===== src/rtl/irq5_ctrl.sv =====
module irq5_ctrl #(
  parameter int SYNC_STAGES = 2,
  parameter int VEC_W = 16,
  parameter logic [VEC_W-1:0] VEC_TRAP = 16'h0024,
  parameter logic [VEC_W-1:0] VEC_R75  = 16'h003C,
  parameter logic [VEC_W-1:0] VEC_R65  = 16'h0034,
  parameter logic [VEC_W-1:0] VEC_R55  = 16'h002C
) (
  input  logic             clk,
  input  logic             rst_n,
  input  logic             trap_in,
  input  logic             r75_in,
  input  logic             r65_in,
  input  logic             r55_in,
  input  logic             intr_in,
  input  logic             mask_wr,
  input  logic [2:0]       mask_data,
  input  logic             clr75,
  input  logic             ei,
  input  logic             di,
  input  logic             ack,
  output logic             irq_req,
  output logic [VEC_W-1:0] irq_vec,
  output logic             irq_ext,
  output logic             ie_o
);
  localparam int NSRC = 5;
  localparam int S_INTR = 0, S_R55 = 1, S_R65 = 2, S_R75 = 3, S_TRAP = 4;

  logic [NSRC-1:0] raw, lvl, lvl_d, rise, pend, grant;
  logic [NSRC-1:0] sync_q [SYNC_STAGES];
  logic [2:0] mask_q;
  logic ie_q, trap_lat, r75_lat, accept;

  assign raw  = {trap_in, r75_in, r65_in, r55_in, intr_in};
  assign lvl  = sync_q[SYNC_STAGES-1];
  assign rise = lvl & ~lvl_d;

  always_ff @(posedge clk or negedge rst_n) begin
    if (!rst_n) begin
      for (int i = 0; i < SYNC_STAGES; i++) sync_q[i] <= '0;
      lvl_d <= '0;
    end else begin
      sync_q[0] <= raw;
      for (int i = 1; i < SYNC_STAGES; i++) sync_q[i] <= sync_q[i-1];
      lvl_d <= lvl;
    end
  end

  assign pend[S_TRAP] = trap_lat & lvl[S_TRAP];
  assign pend[S_R75]  = r75_lat & ~mask_q[2] & ie_q;
  assign pend[S_R65]  = lvl[S_R65] & ~mask_q[1] & ie_q;
  assign pend[S_R55]  = lvl[S_R55] & ~mask_q[0] & ie_q;
  assign pend[S_INTR] = lvl[S_INTR] & ie_q;

  always_comb begin
    grant = '0;
    if      (pend[S_TRAP]) grant[S_TRAP] = 1'b1;
    else if (pend[S_R75])  grant[S_R75]  = 1'b1;
    else if (pend[S_R65])  grant[S_R65]  = 1'b1;
    else if (pend[S_R55])  grant[S_R55]  = 1'b1;
    else if (pend[S_INTR]) grant[S_INTR] = 1'b1;
  end

  always_comb begin
    irq_vec = '0;
    if (grant[S_TRAP]) irq_vec = VEC_TRAP;
    if (grant[S_R75])  irq_vec = VEC_R75;
    if (grant[S_R65])  irq_vec = VEC_R65;
    if (grant[S_R55])  irq_vec = VEC_R55;
  end

  assign irq_req = |pend;
  assign irq_ext = grant[S_INTR];
  assign accept  = ack & irq_req;
  assign ie_o    = ie_q;

  always_ff @(posedge clk or negedge rst_n) begin
    if (!rst_n) begin
      trap_lat <= 1'b0;
      r75_lat  <= 1'b0;
      mask_q   <= 3'b111;
      ie_q     <= 1'b0;
    end else begin
      if ((accept && grant[S_TRAP]) || !lvl[S_TRAP]) trap_lat <= 1'b0;
      else if (rise[S_TRAP])                          trap_lat <= 1'b1;
      if ((accept && grant[S_R75]) || (mask_wr && clr75)) r75_lat <= 1'b0;
      else if (rise[S_R75])                               r75_lat <= 1'b1;
      if (mask_wr) mask_q <= mask_data;
      if (accept)  ie_q <= 1'b0;
      else if (di) ie_q <= 1'b0;
      else if (ei) ie_q <= 1'b1;
    end
  end

  a_r7_accept_clears_ie: assert property (@(posedge clk) disable iff (!rst_n)
    accept |=> !ie_q);
  a_r4_r75_sticky: assert property (@(posedge clk) disable iff (!rst_n)
    (r75_lat && !(accept && grant[S_R75]) && !(mask_wr && clr75)) |=> r75_lat);
  a_r8_trap_rearm: assert property (@(posedge clk) disable iff (!rst_n)
    (accept && grant[S_TRAP]) |=> !trap_lat);
  a_r9_gated_by_ie: assert property (@(posedge clk) disable iff (!rst_n)
    (irq_req && !ie_q) |-> (irq_vec == VEC_TRAP && !irq_ext));
  a_r2_mask_respected: assert property (@(posedge clk) disable iff (!rst_n)
    (irq_req && irq_vec == VEC_R65) |-> !mask_q[1]);
  a_r3_trap_needs_level: assert property (@(posedge clk) disable iff (!rst_n)
    (irq_req && irq_vec == VEC_TRAP) |-> lvl[S_TRAP]);
endmodule


===== config.mk =====
export PLATFORM = sky130hd
export DESIGN_NAME = irq5_ctrl
export DESIGN_NICKNAME = d
export VERILOG_FILES = /design/src/rtl/irq5_ctrl.sv
export SDC_FILE = /design/constraint.sdc
export NUM_CORES = 1
export LEC_CHECK = 0
export ABC_CLOCK_PERIOD_IN_PS = 1900
export BUFFER_PORTS_ARGS = -buffer_cell sky130_fd_sc_hd__clkbuf_2
export CORE_UTILIZATION = 44
export DETAILED_ROUTE_END_ITERATION = 6
export GPL_TIMING_DRIVEN = 0
export HOLD_SLACK_MARGIN = 0.1
export PLACE_DENSITY = 0.81
export SLEW_MARGIN = 20
export SYNTH_ARGS = -nofsm -noshare
export SYNTH_HDL_FRONTEND = slang
export SYNTH_SLANG_ARGS = --single-unit

===== constraint.sdc =====
create_clock -name clk -period 1.9 [get_ports clk]
set_clock_uncertainty 0.15 [all_clocks]
set_input_delay 0.38 -clock clk [delete_from_list [all_inputs] [get_ports clk]]
set_output_delay 0.38 -clock clk [all_outputs]
set_load 0.05 [all_outputs]

==> impl_metrics.ini <==
[yosys]
ys_ff_latch = 18
synth_compound_area_frac = 0.0781
ys_types = 19
synth_seq_area_share = 0.616
synth_top_family_by_area = buffers and inverters
synth-simple-area-share = 0.109
synth_mux_area_frac = 0.0594
netlist_area_um2 = 737
syn_area_per_cell_um2 = 13.2
synth_warnings = 0
synthAdderAreaFrac = 0
netlist_instances = 56
synth-xor-area-share = 0

[route]
vias = 515
wl_per_cell_um = 10.1
drt_iter0_drc = 3
dr.pass1.iters = 3
remaining_drc_errors = 0
ant_nets = 0
totalWireLength_um = 1190
viasPerCell = 4.40

[global_route]
grt_pass1_wl_um = 1970
grt_remaining_overflow = 0
grt_pass1_vias = 497
grt_max_degree = 19
grt_antenna_before_repair = 0
grt_use_total = 0.153

[clocking]
cts_tree = yes
clock_latency_ns = 0.28
clock-sinks = 18
cts_buffers = 3
clk_root_buffer_cell = clkbuf_4
ctsLongestPathBuffers = 2
clk_pin_slew_ns = 0.09
htreeDepth = 1

[setup_path]
crit_buf_inv = 2
worst_path_max_delay_cell = dfstp_2
rr_startpoint = mask_q[1]$_DFFE_PN1P_
crit_arrival_ns = 1.49
r2r_end = ie_o$_DFFE_PN0P_
r2r_slack_ns = 0.48
critPathKind = flop to primary output
critPathMaxStageDelay_ns = 0.55
rr_worst_depth = 4
cp-end-kind = primary output
cp-start-kind = flop
path_delay_family = flip-flops
required_ns = 1.37
crit_fanout = 3
crit_chain = nor2b_2, o21ai_4, nand3_4, buf_6, clkbuf_16

[flow_run]
maxCapViolations = 0

[pwr]
total_power_mw = 0.883
cellPowerDensity_mw_per_mm2 = 787
p_leak_nw = 0.552
ir_drop_mv = 0.674

[final_layout]
diodes = 0
post-route-util = 0.727
post-route-cell-area_mm2 = 0.00112
layout_commonest_cell = clkbuf_2
seq_area_um2 = 455
synthToLayoutAreaGrowth_pct = 52.1
mostFrequentLayoutCells = 15 x clkbuf_2, 14 x buf_4, 14 x dfrtp_1
multi_input_area_um2 = 268
drive_above_1_share = 0.525
fillCellCount = 114
nets = 117

[status]
failed_checks = setup timing
status = finished, violations left

[timing]
maxSlewViolCount = 0
fmax_mhz = 495
setup_ws_ns = -0.118
fin_crit_sh = 1.06
period_needed_ns = 2.02
rsz0062_at_grt = yes
setup-tns-final_ns = -0.402
finalSetupViolCount = 6
hold_viol_final = 0

[min_path]
worstHoldStart = ack
worst_hold_path.endpoint = ie_o$_DFFE_PN0P_
min_path_type = input pin to flop
min_path_cells = 2

[place]
gp_congestion = 0.657
postPlaceCellArea_um2 = 940
port_buffers = 21

[die]
ioPinCount = 34
core_mm2 = 0.00154
die-area_mm2 = 0.00184
rows = 14
initial_core_util = 0.478
die_w_um = 42.9
dieHeight_um = 42.9
==> timing repair <==
action,in CTS,in global routing
setup buffers,2,0
hold buffers,7,0
gates cloned,0,0
pin swaps,3,0
hold endpoints to repair,21,0
setup endpoints to repair,6,6
gates resized for setup,15,2
==> routing by layer <==
layer  part of all wire  up-vias  track usage
met3              0.056        2       0.0128
met2               0.54       21        0.258
met4              0.012        0        0.113
met1               0.39      238        0.180
li1                   -      254            -
met5                  0        -            0
==> how the worst max path moves through the flow <==
stage	startpoint	end	slack [ns]	depth (start not counted)
final	mask_q[1]$_DFFE_PN1P_	irq_vec[5]	-0.12	5
after global routing	mask_q[1]$_DFFE_PN1P_	irq_vec[5]	-0.18	5
after CTS	mask_q[1]$_DFFE_PN1P_	irq_vec[5]	-0.13	5
after detailed placement	mask_q[0]$_DFFE_PN1P_	irq_vec[3]	0.06	5
after global placement	mask_q[2]$_DFFE_PN1P_	irq_ext	0.1	5
after floorplan	mask_q[2]$_DFFE_PN1P_	irq_ext	0.04	4
==> through the flow <==
step	setup slack (ns)	hold WS [ns]	cells
floorplan	0.0358	-0.0656	67
global placement	0.0965	0.176	104
detailed placement	0.0624	0.180	104
CTS	-0.133	0.138	117
global route	-0.179	0.128	117
finish	-0.118	0.150	117
==> kinds of logic (layout without fill, tap and decap cells) <==
family / after synthesis / in the layout
buf+inv: 13 / 47
other cells: 1 / 12
mux: 4 / 4
compound gates: 7 / 7
flops: 18 / 18
simple gates: 13 / 13
==> worst register-to-register path: cells and delay by family, from the launching register on <==
family	cells	cell delay [ns]
flip-flops	1	0.55
AND/OR/NAND/NOR	2	0.21
AO/OA/AOI/OAI	2	0.44
==> flip-flops by register name, summed over array words and instances, names as in the netlist <==
signal and flops:
ie_o 1, lvl 5, lvl_d 2, mask_q 3, r75_lat 1, sync_q 5
trap_lat 1
==> cell usage after synthesis <==
cell	n	share of area
dfrtp_1	15	0.51
buf_4	13	0.13
a21oi_1	3	0.020
dfstp_2	3	0.11
mux2_1	3	0.046
nand2_1	3	0.015
nor2_1	3	0.015
nor2b_1	2	0.017
a211oi_2	1	0.017
a41oi_1	1	0.012
and2_1	1	0.0085
conb_1	1	0.0051
mux2i_1	1	0.014
nand3_1	1	0.0068
nand3b_1	1	0.010
nand4_2	1	0.017
nor2b_4	1	0.019
o21ai_0	1	0.0068
o21ai_4	1	0.022
==> power by group <==
| group | switching (mW) | internal [mW] | leakage [nW] |
|---|---|---|---|
| Combinational | 0.161 | 0.107 | 0.329 |
| Clock | 0.101 | 0.0814 | 0.0150 |
| Sequential | 0.0187 | 0.413 | 0.208 |
| Total | 0.281 | 0.602 | 0.552 |
==> layout make-up <==
cell class                 instances  share of cell area
sequential                        18               0.406
clock buffer                       4              0.0234
multi-input combinational         36               0.239
tap                               16              0.0179
timing repair buffer              30               0.223
buffer                            13              0.0904
No activity file was read; power rests on OpenSTA's default activity.
